File: src/rtl/oos_pkg.sv
package oos_pkg;

    localparam int THR_W = 4;

    typedef enum logic [0:0] {
        ST_IN_SVC     = 1'b0,
        ST_OUT_OF_SVC = 1'b1
    } oos_state_e;

endpackage

File: src/rtl/oos_thr_latch.sv
module oos_thr_latch #(
    parameter int W = 4
) (
    input  logic         clk,
    input  logic         rst,
    input  logic [W-1:0] thr_i,
    output logic [W-1:0] thr_o
);

    localparam logic [W-1:0] ONE = W'(1);

    // A zero request is promoted so one event always suffices.
    always_ff @(posedge clk) begin
        if (rst) begin
            thr_o <= (thr_i == '0) ? ONE : thr_i;
        end
    end

    // frozen outside reset
    p_thr_frozen_r8: assert property (@(posedge clk) disable iff (rst)
        1'b1 |=> $stable(thr_o));

    // never zero once reset has run
    p_thr_nonzero_r9: assert property (@(posedge clk) disable iff (rst)
        thr_o != '0);

endmodule

File: src/rtl/oos_run_counter.sv
module oos_run_counter #(
    parameter int W = 4
) (
    input  logic         clk,
    input  logic         rst,
    input  logic         valid_i,
    input  logic         hit_i,
    output logic [W-1:0] cnt_o,
    output logic [W-1:0] cnt_next_o
);

    localparam logic [W-1:0] CNT_MAX = '1;

    logic [W-1:0] cnt_q;

    // A valid hit extends the run, a valid miss restarts it, and an
    // invalid cycle holds it.
    always_comb begin
        cnt_next_o = cnt_q;
        if (valid_i) begin
            if (!hit_i) begin
                cnt_next_o = '0;
            end else if (cnt_q != CNT_MAX) begin
                cnt_next_o = cnt_q + W'(1);
            end
        end
    end

    always_ff @(posedge clk) begin
        if (rst) begin
            cnt_q <= '0;
        end else begin
            cnt_q <= cnt_next_o;
        end
    end

    assign cnt_o = cnt_q;

    // saturation, no wrap
    p_no_overflow_r10: assert property (@(posedge clk) disable iff (rst)
        (cnt_q == CNT_MAX && valid_i && hit_i) |=> cnt_q == CNT_MAX);

    // invalid cycles hold the count
    p_cnt_hold_r7: assert property (@(posedge clk) disable iff (rst)
        !valid_i |=> $stable(cnt_q));

    // a miss restarts the run
    p_cnt_restart_r6: assert property (@(posedge clk) disable iff (rst)
        (valid_i && !hit_i) |=> cnt_q == '0);

endmodule

File: src/rtl/oos_fsm.sv
module oos_fsm
    import oos_pkg::*;
#(
    parameter int W = THR_W
) (
    input  logic         clk,
    input  logic         rst,
    input  logic         valid_i,
    input  logic         bad_i,
    input  logic [W-1:0] good_next_i,
    input  logic [W-1:0] bad_next_i,
    input  logic [W-1:0] good_thr_i,
    input  logic [W-1:0] bad_thr_i,
    output logic         oos_o
);

    oos_state_e state_q, state_d;
    logic       degrade, recover;

    assign degrade = valid_i &&  bad_i && (bad_next_i  >= bad_thr_i);
    assign recover = valid_i && !bad_i && (good_next_i >= good_thr_i);

    always_comb begin
        state_d = state_q;
        unique case (state_q)
            ST_IN_SVC:     if (degrade) state_d = ST_OUT_OF_SVC;
            ST_OUT_OF_SVC: if (recover) state_d = ST_IN_SVC;
            default:       state_d = ST_OUT_OF_SVC;
        endcase
    end

    // State register: start out of service.
    always_ff @(posedge clk) begin
        if (rst) begin
            state_q <= ST_OUT_OF_SVC;
        end else begin
            state_q <= state_d;
        end
    end

    // Output decode
    always_comb begin
        unique case (state_q)
            ST_IN_SVC:     oos_o = 1'b0;
            ST_OUT_OF_SVC: oos_o = 1'b1;
            default:       oos_o = 1'b1;
        endcase
    end

    // flag only rises after a valid bad cycle
    p_rise_on_bad_r4: assert property (@(posedge clk) disable iff (rst)
        $rose(oos_o) |-> $past(valid_i && bad_i));

    // flag only falls after a valid good cycle
    p_fall_on_good_r5: assert property (@(posedge clk) disable iff (rst)
        $fell(oos_o) |-> $past(valid_i && !bad_i));

    // invalid cycles leave the flag alone
    p_flag_hold_r7: assert property (@(posedge clk) disable iff (rst)
        !valid_i |=> $stable(oos_o));

endmodule

File: src/rtl/parity_oos_monitor.sv
module parity_oos_monitor
    import oos_pkg::*;
#(
    parameter int LANES = 4
) (
    input  logic             clk,
    input  logic             rst,
    input  logic             res_valid_i,
    input  logic [LANES-1:0] mismatch_i,
    input  logic [THR_W-1:0] good_thr_i,
    input  logic [THR_W-1:0] bad_thr_i,
    output logic             err_o,
    output logic             oos_o
);

    localparam int NCNT = 2;   // index 0: good run, index 1: bad run

    logic             bad_cyc;
    logic [THR_W-1:0] thr_raw [NCNT];
    logic [THR_W-1:0] thr_q   [NCNT];
    logic [THR_W-1:0] cnt     [NCNT];
    logic [THR_W-1:0] cnt_nx  [NCNT];
    logic             hit     [NCNT];

    // Any lane mismatch marks the cycle bad.
    assign bad_cyc = |mismatch_i;

    assign thr_raw[0] = good_thr_i;
    assign thr_raw[1] = bad_thr_i;
    assign hit[0]     = !bad_cyc;
    assign hit[1]     =  bad_cyc;

    for (genvar g = 0; g < NCNT; g++) begin : g_run
        oos_thr_latch #(.W(THR_W)) u_thr (
            .clk   (clk),
            .rst   (rst),
            .thr_i (thr_raw[g]),
            .thr_o (thr_q[g])
        );

        oos_run_counter #(.W(THR_W)) u_cnt (
            .clk        (clk),
            .rst        (rst),
            .valid_i    (res_valid_i),
            .hit_i      (hit[g]),
            .cnt_o      (cnt[g]),
            .cnt_next_o (cnt_nx[g])
        );
    end

    oos_fsm #(.W(THR_W)) u_fsm (
        .clk         (clk),
        .rst         (rst),
        .valid_i     (res_valid_i),
        .bad_i       (bad_cyc),
        .good_next_i (cnt_nx[0]),
        .bad_next_i  (cnt_nx[1]),
        .good_thr_i  (thr_q[0]),
        .bad_thr_i   (thr_q[1]),
        .oos_o       (oos_o)
    );

    // Registered error pulse.
    always_ff @(posedge clk) begin
        if (rst) begin
            err_o <= 1'b0;
        end else begin
            err_o <= res_valid_i && bad_cyc;
        end
    end

    // pulse follows a valid mismatch
    p_err_follows_r2: assert property (@(posedge clk) disable iff (rst)
        (res_valid_i && (mismatch_i != '0)) |=> err_o);

    // no pulse without one
    p_err_quiet_r2: assert property (@(posedge clk) disable iff (rst)
        !(res_valid_i && (mismatch_i != '0)) |=> !err_o);

    // the two runs are never both in progress
    p_runs_exclusive_r6: assert property (@(posedge clk) disable iff (rst)
        (cnt[0] == '0) || (cnt[1] == '0));

endmodule

File: config.mk
export PLATFORM = sky130hd
export DESIGN_NAME = parity_oos_monitor
export DESIGN_NICKNAME = d
export VERILOG_FILES = /design/src/rtl/oos_pkg.sv /design/src/rtl/oos_thr_latch.sv /design/src/rtl/oos_run_counter.sv /design/src/rtl/oos_fsm.sv /design/src/rtl/parity_oos_monitor.sv
export SDC_FILE = /design/constraint.sdc
export NUM_CORES = 1
export LEC_CHECK = 0
export BUFFER_PORTS_ARGS = -buffer_cell sky130_fd_sc_hd__buf_2
export CAP_MARGIN = 20
export CORE_ASPECT_RATIO = 0.9
export CORE_UTILIZATION = 35
export DETAILED_ROUTE_END_ITERATION = 16
export GPL_ROUTABILITY_DRIVEN = 0
export PLACE_DENSITY = 0.55
export SYNTH_ARGS = -nofsm -noshare
export SYNTH_HDL_FRONTEND = slang
export SYNTH_HIERARCHICAL = 1
export SYNTH_SLANG_ARGS = --single-unit
File: constraint.sdc
create_clock -name clk -period 4.4 [get_ports clk]
set_input_delay 1.1 -clock clk [delete_from_list [all_inputs] [get_ports clk]]
set_output_delay 1.1 -clock clk [all_outputs]
set_load 0.02 [all_outputs]
Word level (Yosys, flattened, before mapping)
Cells that the tools add are included.
Storage, ports and cells
  input port bits: 15
  memories kept: 0
  word-level logic and storage cells: 31
  output and inout port bits: 2
  RAM bits: 0
  ROM bits: 0
  bits in latches: 0
  flip-flop bits (word level): 18
Operators by class
  $add $sub $neg: 2
  equal/unequal tests: 2
  shift-type cells: 0
  reduce and logical (&&, ||, !) cells: 8
  mux-type cells: 10
  multipliers: 0
  bitwise logic cells: 1
  divide/modulo/power cells: 0
  $lt $le $gt $ge: 2
Operator list (count)
  4-bit 2-to-1 mux: 6
  4-bit by 1-bit adder with 4-bit output, second input constant: 2
  4-bit >= comparator: 2
  4-bit logical NOT: 2
  4-bit != test, second input constant: 2
  1-bit logical AND: 4
  1-bit one-hot mux with 2 select lines: 2
  4-bit OR reduction: 1
  1-bit 2-to-1 mux: 2
  1-bit logical NOT: 1
  1-bit inverter: 1

Longest topological paths before layout
  depth after elaboration: 8
  mapped depth: 10
  mapped depth without buffers: 10

By module
The synthesis kept the hierarchy.
By module, submodules not included
  oos_run_counter: area each 244.0 um2, seq. area each 80.1 um2, instances 2, cells each 29
  oos_thr_latch: area each 142.6 um2, seq. area each 120.1 um2, instances 2, cells each 9
  oos_fsm: area each 244.0 um2, seq. area each 20.0 um2, instances 1, cells each 32
  parity_oos_monitor: area each 43.8 um2, seq. area each 20.0 um2, instances 1, cells each 4

Worst setup path after synthesis
Ideal clock, no wire load.
  kind: in2reg
  start point: input port mismatch_i[1]
  end point: register u_fsm.state_q
  buffers on the path: 0
  stages on the path: 10
  arrival time: 2831 ps
  data required time: 4272 ps
  slack: 1441 ps
  setup time: 128 ps
  cell sequence: nor4_2 -> inv_1 -> nand4b_1 -> nand3_1 -> inv_1 -> ha_1 -> nand2b_1 -> a21o_1 -> a21oi_2 -> o221ai_2
RTL lines
  start, declared: RTL line parity_oos_monitor.sv:9  | input logic [LANES-1:0] mismatch_i,
  end signal, assigned: RTL line oos_fsm.sv:37  | state_q <= state_d;
  end, declared: RTL line oos_fsm.sv:17  | oos_state_e state_q, state_d;

==> results.txt <==
* Result of the run: finished, final reports clean
* H-tree level count: 1
* Worst-margin pin slew: 0.695 ns
- Layout cell share with drive strength beyond 1: 0.177
- Critical Path Most Common Cell: inv_1
* Critical-path cell list: buf_2, nor4_2, inv_1, nand4b_1, nand3_1, inv_1, ha_1, nand2b_1, a21o_1, a21oi_2, o221ai_2
- Starting Density: 0.377
- Number of cells after detailed placement: 160
- Count of input and output buffers: 16
* Number of antenna-violating nets in the routed design: 0
* Fraction of synthesized cell area taken by the top area cell type: 0.226
- In this run, post-CTS repair resized a total of 0 instances.
* CTS Hold Buffers Added: 0
- By area the synthesized netlist is led by edfxtp_1, dfxtp_1, ha_1, nand3_1, inv_1.
- The clock period could shrink to 3.08 ns.
- The clock arrives with 0.00430 ns of skew.
* DR WL/cell: 10.6 µm
- Mapped Nets: 137
- Data required time at the worst endpoint: 4.58 ns
* Setup TNS Final: 0 ns
- Counting flops with an async set or reset pin after synthesis yields a share of 0.
- Net count, final: 150
* Main flop type after synthesis: dfxtp_1
* Die area: 3260 µm²
- After the flow finishes, the layout carries non-filler instances totaling 164.
- Based on the critical path, the design can be clocked at up to 0.325 GHz.
- In this run the horizontal extent of the chip is 60.0 µm.
* Gate family responsible for the most delay along the worst path: simple AND/OR/NAND/NOR gates
* Root cell of the clock tree: clkbuf_4
* Largest incremental delay on the critical path: 0.64 ns
- Type of element capturing the critical path: register
- After clock tree synthesis, the clock-pin slew on the worst setup and hold paths is 0.10 ns.
- The floorplan has 18 rows.
- The routed layout has 820 vias.
- Entering global routing, the biggest net connects 23 pins.
- After layout, the design draws a total of 0.311 mW.
- Aggregate global routing overflow: 0
* Worst min-delay path category: register to register
- Core box area: 2820 µm²
* Synthesized area per cell: 9.47 µm²
* CP arrival: 3.26 ns
- Total global-route track usage: 0.134
- TritonCTS built the clock tree.
- Post-CTS setup repair buffer count: 0
* Synth-to-Final Area Change: 10.5%
- Top cell types by occurrence after synthesis: inv_1, nand3_1, dfxtp_1, ha_1, edfxtp_1
* 1st-pass router iterations: 4
- The later pin in the worst-skew pair is clocked with a latency of 0.29 ns.
- Type of origin of the critical path: input pin
- TritonCTS created 3 clock buffers.
- Buffers and inverters on the worst path: 3
* Library cell with the largest summed area after synthesis: edfxtp_1
- The clock passes through at most 2 buffers.
* Post-Syn Instances: 112
* IO Count: 17
* Maximum fanout count along the critical path: 9
* Max-slew headroom: 0.533
* Die Height: 54.2 µm
* Post-synth EDFFs: 8
* Antenna diode count: 0
- DR iter-0 viols: 14
- Maximum ir drop on the vdd rail: 126 µV
* Number of warning messages in the yosys log: 6
* CTS sink count: 18
- Number of antenna violations at the first check in global routing: 0
- The number of hold violations in the final report came to 0.
* Pins over their slew limit: 0
- Power Dens Cells: 265 nW/µm²
* First-pass GRT wire length: 3130 µm
* Vias in the first global route: 750
- Setup repair after global routing left no endpoint under its margin.
- HPWL reported at the end of detailed placement: 1310 µm
- After detailed routing, the total wire length is 1740 µm.
- The layout has 282 filler cells.
* Setup CP Type: input pin to register
- In this run, synthesis produced a sequential element count of 18.
- In the routed design, unresolved DRC markers number 0.
- Of the available clock period, the critical path in the final layout requires 0.700.
- In this run the static leakage power is 0.515 nW.
* Tightest hold margin: 0.554 ns
* Cell with the biggest individual delay on the critical path: nor4_2
- Vias/cell: 5.00
- Cell variety after synth: 27
* Total of endpoints with negative setup slack in the final report: 0
- Max-cap violations in this run came to 0.
- Seq/Total Area, Yosys: 0.415
* Total standard cell area after synthesis: 1060 µm²
## cell families after synthesis
| kind of cell | count (synthesis) | synth area share |
|---|---|---|
| simple gates | 45 | 0.252 |
| buf+inv | 19 | 0.0814 |
| compound gates | 18 | 0.114 |
| flops | 18 | 0.415 |
| fa+ha+maj | 10 | 0.118 |
| mux | 2 | 0.0189 |
## flip-flops by register name (all words and copies together), names as in the netlist
name and cells:
g_run.u_cnt/cnt_o 8, u_fsm/state_q 1, err_o 1, g_run.u_thr/thr_o 8
## per-stage QoR
step / cell area [µm²] / worst slack (ns) / utilization
finish: 1170 / 1.32 / 0.416
global route: 1170 / 1.07 / 0.416
CTS: 1170 / 1.31 / 0.416
detailed placement: 1150 / 0.979 / 0.407
global placement: 1150 / 1.06 / 0.407
floorplan: 1060 / 1.44 / -
## area by class of cell
type                    count  area, µm²  area share
clock buffers               4       26.3      0.0224
inverters                  11       41.3      0.0352
multi-input cells          75        534       0.456
flip-flops and latches     18        440       0.376
well taps                  40       50.0      0.0427
repair buffers             16       80.1      0.0683
## where the power goes
group | total [mW] | switching, mW | leakage, nW | internal [mW]
Clock | 0.0859 | 0.0506 | 0.0150 | 0.0353
Sequential | 0.187 | 0.00358 | 0.160 | 0.183
Combinational | 0.0379 | 0.0206 | 0.340 | 0.0174
## worst reg2reg max path, cell delays in order (launching register included)
cell      delay (ns)
dfxtp_1         0.42
ha_1            0.25
and3_1          0.21
nand3_1         0.10
nand3_1         0.10
inv_1           0.04
ha_1            0.25
nand2b_1        0.14
a21o_1          0.18
a21oi_2         0.15
o221ai_2        0.11
## cell usage in the layout, fill, tap and decap left out, types with 2 or more instances in the layout
cell type | netlist | layout
buf_2 | 0 | 16
inv_1 | 11 | 11
nand3_1 | 11 | 11
dfxtp_1 | 10 | 10
ha_1 | 10 | 10
edfxtp_1 | 8 | 8
a21oi_1 | 7 | 7
nand2b_1 | 6 | 6
nand3b_1 | 4 | 4
nand4_1 | 4 | 4
a31oi_1 | 4 | 4
nor3_1 | 4 | 4
clkbuf_4 | 0 | 3
nor2_1 | 3 | 3
nand2_1 | 3 | 3
a21boi_0 | 2 | 2
and3_1 | 2 | 2
nand4b_1 | 2 | 2
or2b_1 | 2 | 2
mux2i_1 | 2 | 2
a211oi_1 | 2 | 2
or2_1 | 2 | 2
## per-layer routing
metal,share of wire,routed length [µm],track usage,up-vias
met5,0,0,0,-
met4,0.0069,12,0.0504,0
met3,0.076,133,0.0591,2
met2,0.43,748,0.204,27
met1,0.49,847,0.169,363
li1,-,-,-,428
## worst paths after layout
kind / startpoint / endpoint / slack (ns) / cells past startpoint
setup / recovery: mismatch_i[1] / u_fsm/state_q / 1.32 / 11
hold / removal: u_fsm/state_q / u_fsm/state_q / 0.55 / 2
setup reg to reg: g_run[1].u_cnt/cnt_o[0] / u_fsm/state_q / 2.35 / 10
hold reg to reg: u_fsm/state_q / u_fsm/state_q / 0.55 / 2
Power figures use the tool's default switching activity.
